$ cat src/rtl/rxq_pkg.sv
package rxq_pkg;
   localparam int NFLAG  = 3;
   localparam int FL_FE  = 0;
   localparam int FL_PE  = 1;
   localparam int FL_BRK = 2;
   typedef logic [NFLAG-1:0] rxq_flags_t;
endpackage

$ cat src/rtl/rxq_store.sv
module rxq_store
   import rxq_pkg::*;
#(
   parameter int DW    = 8,
   parameter int DEPTH = 8
) (
   input  logic          clk,
   input  logic          rst_n,
   input  logic          push_i,
   input  logic          pop_i,
   input  logic [DW-1:0] din_i,
   input  rxq_flags_t    fin_i,
   output logic [DW-1:0] head_data_o,
   output rxq_flags_t    head_flags_o,
   output logic          empty_o,
   output logic          full_o,
   output logic          pop_ok_o,
   output logic          drop_o
);
   localparam int  AW   = (DEPTH > 1) ? $clog2(DEPTH) : 1;
   localparam int  CW   = $clog2(DEPTH + 1);
   localparam bit  POW2 = ((DEPTH & (DEPTH - 1)) == 0);

   logic [DW-1:0] data_mem [DEPTH];
   rxq_flags_t    flag_mem [DEPTH];
   logic [AW-1:0] rd_q, wr_q, rd_nxt, wr_nxt;
   logic [CW-1:0] cnt_q;
   logic [DW-1:0] last_q;
   logic          push_ok;

   assign empty_o  = (cnt_q == '0);
   assign full_o   = (cnt_q == CW'(DEPTH));
   assign pop_ok_o = pop_i & ~empty_o;
   assign push_ok  = push_i & (~full_o | pop_ok_o);
   assign drop_o   = push_i & full_o & ~pop_ok_o;

   generate
      if (POW2) begin : g_wrap_free
         assign rd_nxt = rd_q + 1'b1;
         assign wr_nxt = wr_q + 1'b1;
      end else begin : g_wrap_cmp
         assign rd_nxt = (rd_q == AW'(DEPTH - 1)) ? '0 : rd_q + 1'b1;
         assign wr_nxt = (wr_q == AW'(DEPTH - 1)) ? '0 : wr_q + 1'b1;
      end
   endgenerate

   always_ff @(posedge clk or negedge rst_n) begin
      if (!rst_n) begin
         rd_q   <= '0;
         wr_q   <= '0;
         cnt_q  <= '0;
         last_q <= '0;
      end else begin
         if (push_ok) wr_q <= wr_nxt;
         if (pop_ok_o) begin
            rd_q   <= rd_nxt;
            last_q <= data_mem[rd_q];
         end
         case ({push_ok, pop_ok_o})
            2'b10:   cnt_q <= cnt_q + 1'b1;
            2'b01:   cnt_q <= cnt_q - 1'b1;
            default: cnt_q <= cnt_q;
         endcase
      end
   end

   always_ff @(posedge clk) begin
      if (push_ok) begin
         data_mem[wr_q] <= din_i;
         flag_mem[wr_q] <= fin_i;
      end
   end

   assign head_data_o  = empty_o ? last_q : data_mem[rd_q];
   assign head_flags_o = empty_o ? '0 : flag_mem[rd_q];

   AST_NO_OVERFLOW: assert property (@(posedge clk) disable iff (!rst_n)
      (full_o && push_i && !pop_i) |=> (full_o && $stable(wr_q) && $stable(rd_q)));
   AST_EMPTY_READ: assert property (@(posedge clk) disable iff (!rst_n)
      (empty_o && pop_i && !push_i) |=> (empty_o && $stable(rd_q) && $stable(last_q)));
   AST_FULL_SWAP: assert property (@(posedge clk) disable iff (!rst_n)
      (full_o && push_i && pop_i) |=> full_o);
endmodule

$ cat src/rtl/rxq_errstat.sv
module rxq_errstat
   import rxq_pkg::*;
#(
   parameter bit HAS_BLOCK = 1'b1
) (
   input  logic       clk,
   input  logic       rst_n,
   input  logic       block_i,
   input  logic       clr_i,
   input  logic       empty_i,
   input  rxq_flags_t head_i,
   output rxq_flags_t stat_o
);
   generate
      if (HAS_BLOCK) begin : g_accum
         rxq_flags_t acc_q;
         always_ff @(posedge clk or negedge rst_n) begin
            if (!rst_n)     acc_q <= '0;
            else if (clr_i) acc_q <= '0;
            else            acc_q <= acc_q | head_i;
         end
         assign stat_o = block_i ? (acc_q | head_i) : head_i;

         AST_BLK_MONO: assert property (@(posedge clk) disable iff (!rst_n)
            !clr_i |=> ((acc_q & $past(acc_q)) == $past(acc_q)));
      end else begin : g_char_only
         assign stat_o = head_i;
      end
   endgenerate

   AST_CHR_EMPTY: assert property (@(posedge clk) disable iff (!rst_n)
      (!block_i && empty_i) |-> (stat_o == '0));
endmodule

$ cat src/rtl/rxq_rts.sv
module rxq_rts (
   input  logic clk,
   input  logic rst_n,
   input  logic flow_en_i,
   input  logic start_i,
   input  logic full_i,
   input  logic pop_ok_i,
   input  logic host_i,
   output logic rts_n_o
);
   logic neg_q;
   logic neg_set;

   assign neg_set = flow_en_i & start_i & full_i & ~pop_ok_i;

   always_ff @(posedge clk or negedge rst_n) begin
      if (!rst_n)        neg_q <= 1'b0;
      else if (neg_set)  neg_q <= 1'b1;
      else if (!full_i)  neg_q <= 1'b0;
   end

   assign rts_n_o = ~host_i | (flow_en_i & neg_q & full_i);

   AST_RTS_NEG: assert property (@(posedge clk) disable iff (!rst_n)
      neg_set |=> neg_q);
   AST_RTS_FREE: assert property (@(posedge clk) disable iff (!rst_n)
      (neg_q && !full_i) |=> !neg_q);
   AST_RTS_IDLE: assert property (@(posedge clk) disable iff (!rst_n)
      (!flow_en_i && start_i && !neg_q) |=> !neg_q);
endmodule

$ cat src/rtl/rxq_flow_top.sv
module rxq_flow_top
   import rxq_pkg::*;
#(
   parameter int DW        = 8,
   parameter int DEPTH     = 8,
   parameter bit HAS_BLOCK = 1'b1
) (
   input  logic          clk,
   input  logic          rst_n,
   input  logic          wr_en,
   input  logic [DW-1:0] wr_data,
   input  logic          wr_fe,
   input  logic          wr_pe,
   input  logic          wr_brk,
   input  logic          start_det,
   input  logic          rd_en,
   input  logic          flow_en,
   input  logic          block_mode,
   input  logic          err_clr,
   input  logic          rts_ctl,
   output logic [DW-1:0] rd_data,
   output logic          rx_avail,
   output logic          rx_full,
   output logic          st_fe,
   output logic          st_pe,
   output logic          st_brk,
   output logic          overrun,
   output logic          rts_n
);
   generate
      if (DEPTH < 2) begin : g_bad_depth
         $error("rxq_flow_top: DEPTH must be at least 2");
      end
      if (DW < 1) begin : g_bad_width
         $error("rxq_flow_top: DW must be at least 1");
      end
   endgenerate

   rxq_flags_t in_flags, head_flags, stat;
   logic       empty, full, pop_ok, drop;
   logic       ovr_q;

   always_comb begin
      in_flags         = '0;
      in_flags[FL_FE]  = wr_fe;
      in_flags[FL_PE]  = wr_pe;
      in_flags[FL_BRK] = wr_brk;
   end

   rxq_store #(.DW(DW), .DEPTH(DEPTH)) store_i (
      .clk          (clk),
      .rst_n        (rst_n),
      .push_i       (wr_en),
      .pop_i        (rd_en),
      .din_i        (wr_data),
      .fin_i        (in_flags),
      .head_data_o  (rd_data),
      .head_flags_o (head_flags),
      .empty_o      (empty),
      .full_o       (full),
      .pop_ok_o     (pop_ok),
      .drop_o       (drop)
   );

   rxq_errstat #(.HAS_BLOCK(HAS_BLOCK)) errstat_i (
      .clk     (clk),
      .rst_n   (rst_n),
      .block_i (block_mode),
      .clr_i   (err_clr),
      .empty_i (empty),
      .head_i  (head_flags),
      .stat_o  (stat)
   );

   rxq_rts rts_i (
      .clk       (clk),
      .rst_n     (rst_n),
      .flow_en_i (flow_en),
      .start_i   (start_det),
      .full_i    (full),
      .pop_ok_i  (pop_ok),
      .host_i    (rts_ctl),
      .rts_n_o   (rts_n)
   );

   always_ff @(posedge clk or negedge rst_n) begin
      if (!rst_n)       ovr_q <= 1'b0;
      else if (drop)    ovr_q <= 1'b1;
      else if (err_clr) ovr_q <= 1'b0;
   end

   assign overrun  = ovr_q;
   assign rx_avail = ~empty;
   assign rx_full  = full;
   assign st_fe    = stat[FL_FE];
   assign st_pe    = stat[FL_PE];
   assign st_brk   = stat[FL_BRK];

   AST_OVR_STICKY: assert property (@(posedge clk) disable iff (!rst_n)
      (overrun && !err_clr) |=> overrun);
   AST_OVR_RAISE: assert property (@(posedge clk) disable iff (!rst_n)
      (wr_en && rx_full && !rd_en) |=> overrun);
endmodule

$ cat config.mk
export PLATFORM = sky130hd
export DESIGN_NAME = rxq_flow_top
export DESIGN_NICKNAME = d
export VERILOG_FILES = /design/src/rtl/rxq_pkg.sv /design/src/rtl/rxq_store.sv /design/src/rtl/rxq_errstat.sv /design/src/rtl/rxq_rts.sv /design/src/rtl/rxq_flow_top.sv
export SDC_FILE = /design/constraint.sdc
export NUM_CORES = 1
export LEC_CHECK = 0
export ABC_CLOCK_PERIOD_IN_PS = 2600
export CORE_MARGIN = 4
export CORE_UTILIZATION = 52
export CTS_CLUSTER_SIZE = 16
export DETAILED_ROUTE_END_ITERATION = 7
export GPL_TIMING_DRIVEN = 0
export PLACE_DENSITY = 0.84
export SYNTH_ARGS = -nofsm -noshare
export SYNTH_HDL_FRONTEND = slang
export SYNTH_SLANG_ARGS = --single-unit
$ cat constraint.sdc
create_clock -name clk -period 2.6 [get_ports clk]
set_clock_uncertainty 0.2 [all_clocks]
set_input_delay 0.26 -clock clk [delete_from_list [all_inputs] [get_ports clk]]
set_output_delay 0.26 -clock clk [all_outputs]
set_load 0.01 [all_outputs]
==> flow_metrics.py <==
metrics = {
    "sta": {
        "rsz0062_at_grt": "yes",
        "hold_viol": 0,
        "max-slew-margin-rel": 0.286,
        "tightest_slew_ns": 1.07,
        "fin_crit_ns": 2.66,
        "setup_viol": 2,
        "holdWs_ns": 0.254,
        "max_freq_mhz": 376,
        "drv_slew": 0,
        "fin_crit_sh": 1.02,
        "fin_ws_ns": -0.0570,
    },
    "yosys": {
        "synth_warnings": 0,
        "netlist_area_mm2": 0.00456,
        "synthMuxAreaShare": 0.130,
        "synth-xor-area-share": 0.0173,
        "yosys_register_bits": 111,
        "synthDistinctLibCells": 39,
        "synth_compound_area_frac": 0.0414,
        "syn_area_per_cell_um2": 17.2,
        "seq_area_frac_synth": 0.706,
        "synthCells": 265,
        "synth_top_family_by_area": "multiplexers",
        "syn-num-nets": 290,
        "synth-simple-area-share": 0.0634,
        "synth_fa_ha_area_frac": 0.0137,
    },
    "grt": {
        "grt_usage": 0.184,
        "antenna_found_initial": 0,
        "grt_max_degree": 24,
        "grt_pass1_vias": 2532,
        "grt-ovfl-total": 0,
        "grt_pass1_wl_mm": 13.9,
    },
    "power_and_ir_drop": {
        "p_seq_frac": 0.400,
        "switching_share": 0.342,
        "p_comb_frac": 0.428,
        "internal-power_w": 0.00418,
        "p_clk_frac": 0.171,
        "p_sw_w": 0.00217,
        "total_power_w": 0.00634,
        "p_leak_nw": 2.06,
        "ir_drop_v": 0.000361,
        "p_per_area_mw_per_mm2": 1120,
    },
    "clock_tree": {
        "clk_path_buf_depth": 2,
        "clock-sinks": 111,
        "clk_latency_ns": 0.37,
        "numCtsBuffers": 9,
        "cts-hold-fix-buffers": 0,
        "cts_root_buf": "clkbuf_8",
        "cts_tree": "yes",
        "clk_pin_slew_worst_paths_ns": 0.11,
        "h-tree-depth": 3,
    },
    "setup_path": {
        "crit_slowest_cell": "or4b_4",
        "worstSetupPathType": "reg -> reg",
        "required_ns": 2.70,
        "critPathCaptureType": "flop",
        "worst_setup_path_start_kind": "flop",
        "cp.arrival_ns": 2.76,
        "crit_family": "compound AO/OA/AOI/OAI gates",
        "crit_buf_inv": 3,
        "path_max_fanout": 3,
        "path_cells": "buf_6 > or4b_4 > o21a_4 > inv_8 > ha_4 > buf_4 > nand3b_1 > a211o_1 > a21oi_2 > xor2_1",
        "worst_path_largest_cell_delay_ns": 0.55,
    },
    "routing": {
        "ant_nets": 0,
        "drt-initial-drc-count": 136,
        "wl_per_cell_um": 20.7,
        "drcViolationCount": 0,
        "num_vias": 2527,
        "wirelength_mm": 9.19,
        "first_pass_iters": 5,
        "viasPerCell": 5.68,
    },
    "status": {
        "outcome": "finished with violations",
        "violations": "setup timing",
    },
    "floorplan": {
        "core-area_mm2": 0.00838,
        "start_util": 0.544,
        "std_cell_rows": 33,
        "fp.dieH_um": 102,
        "die_x_um": 102,
        "pin_count": 35,
        "dieArea_mm2": 0.0103,
    },
    "layout": {
        "finalNonFillerCells": 445,
        "nNetsFinal": 360,
        "num_antenna_cells": 0,
        "synthToLayoutAreaGrowth_pct": 24.5,
        "final_core_util": 0.677,
        "layout-drive-gt1-share": 0.332,
    },
    "placement": {
        "gp_congestion": 0.714,
        "hpwl_mm": 5.74,
        "io_buffers": 34,
        "dp_cells": 409,
    },
    "run": {
        "maxCapViolations": 0,
    },
    "min_path": {
        "hp-class": "in -> async",
    },
}
==> layer usage <==
metal	track usage	part of all wire	up-vias
met5	0	0	-
met2	0.315	0.52	87
met4	0.0419	0.012	0
met1	0.243	0.40	1274
li1	-	-	1157
met3	0.0427	0.066	9
==> power by group through the flow <==
stage	registers, W	clock network, W	logic [W]
2_1_floorplan	0.00249	0	0.00144
3_3_place_gp	0.00253	0	0.00211
3_5_place_dp	0.00256	0	0.00224
4_1_cts	0.00251	0.00110	0.00243
5_1_grt	0.00257	0.00117	0.00293
6_report	0.00254	0.00109	0.00272
==> kinds of logic after synthesis <==
group                      Yosys count
buffers and inverters               18
AOI/OAI and AO/OA                   30
DFF                                111
xor gates and xnor gates             9
and+or+nand+nor                     57
muxes                               35
adders and majority gates            5
==> final timing paths <==
| path | startpoint | end | slack [ns] | depth (start not counted) |
|---|---|---|---|---|
| max | store_i.cnt_q[2] | store_i.cnt_q[3] | -0.06 | 10 |
| min | rst_n | errstat_i.g_accum.acc_q[0] | 0.25 | 1 |
| max reg2reg | store_i.cnt_q[2] | store_i.cnt_q[3] | -0.06 | 10 |
| min reg2reg | store_i.last_q[7] | store_i.last_q[7] | 0.30 | 2 |
| max in group asynchronous | rst_n | store_i.rd_q[1] | 1.23 | 1 |
| min in group clk | err_clr | errstat_i.g_accum.acc_q[0] | 0.30 | 2 |
==> cells in the mapped netlist <==
| library cell | n | area (um2) |
|---|---|---|
| mux4_2 | 19 | 428 |
| nor3_1 | 4 | 20.0 |
| o21ai_0 | 2 | 10.0 |
| a211o_1 | 1 | 8.76 |
| nand2_1 | 18 | 67.6 |
| a32o_1 | 1 | 10.0 |
| mux2i_1 | 14 | 140 |
| mux2_1 | 1 | 11.3 |
| nor2b_1 | 1 | 6.26 |
| o21ai_2 | 2 | 17.5 |
| o21a_4 | 1 | 15.0 |
| xor2_1 | 4 | 35.0 |
| o21ai_1 | 5 | 25.0 |
| a21oi_1 | 13 | 65.1 |
| nor2_1 | 15 | 56.3 |
| edfxtp_1 | 88 | 2640 |
| nand2b_1 | 6 | 37.5 |
| xnor2_1 | 5 | 43.8 |
| nand3_1 | 4 | 20.0 |
| buf_12 | 1 | 20.0 |
| or4_1 | 1 | 7.51 |
| nand3b_1 | 1 | 7.51 |
| inv_6 | 1 | 8.76 |
| nor4_1 | 1 | 6.26 |
| nand2_8 | 1 | 20.0 |
| buf_4 | 3 | 22.5 |
| inv_2 | 1 | 3.75 |
| nor3b_1 | 1 | 7.51 |
| ha_1 | 5 | 62.6 |
| buf_1 | 2 | 7.51 |
| a41oi_1 | 1 | 8.76 |
| mux2_2 | 1 | 11.3 |
| dfrtp_1 | 23 | 576 |
| a31oi_1 | 1 | 6.26 |
| or4b_4 | 1 | 13.8 |
| buf_6 | 4 | 45.0 |
| a22oi_1 | 3 | 22.5 |
| inv_1 | 6 | 22.5 |
| nand2_2 | 3 | 18.8 |
==> flip-flops by register name, indices dropped and copies added, names as in the netlist <==
| signal | cells |
|---|---|
| store_i.data_mem | 64 |
| store_i.flag_mem | 24 |
| overrun | 1 |
| store_i.rd_q | 3 |
| store_i.cnt_q | 4 |
| rts_i.neg_q | 1 |
| errstat_i.g_accum.acc_q | 3 |
| store_i.last_q | 8 |
| store_i.wr_q | 3 |
==> timing repair <==
action | in CTS | in global routing
setup buffers | 11 | 10
endpoints found under the setup margin | 16 | 33
resized for setup | 39 | 28
pin swaps | 6 | 6
endpoints found under the hold margin | 0 | 0
gates cloned | 0 | 0
==> stage by stage <==
step	cell area, um2	worst slack [ns]	setup TNS [ns]
3_5_place_dp	5120	-0.307	-9.72
5_1_grt	5670	-0.164	-0.372
3_3_place_gp	5050	-1.28	-53.60
2_1_floorplan	4570	0.0120	0
6_report	5670	-0.0570	-0.0618
4_1_cts	5510	-0.182	-0.227
==> area by class of cell <==
type,instances,area [um2]
inverter,8,37.5
multi-input combinational,136,1410
fill,514,2710
timing repair buffer,60,542
clock inverter,7,95.1
buffer,9,113
sequential,111,3220
tap,105,131
clock buffer,9,124
==> placed cells by master, fill, tap and decap left out, types with 5 or more instances in the layout <==
cell,count
nand2b_1,5
inv_1,6
buf_6,10
o21ai_1,5
clkbuf_8,9
mux4_2,19
xnor2_1,5
nor2_1,12
a21oi_1,11
clkdlybuf4s50_1,21
edfxtp_1,88
mux2i_1,7
nand2_1,18
mux2i_4,5
dfrtp_1,19
dlygate4sd2_1,5
buf_4,20
(Power assumes the default switching activity.)
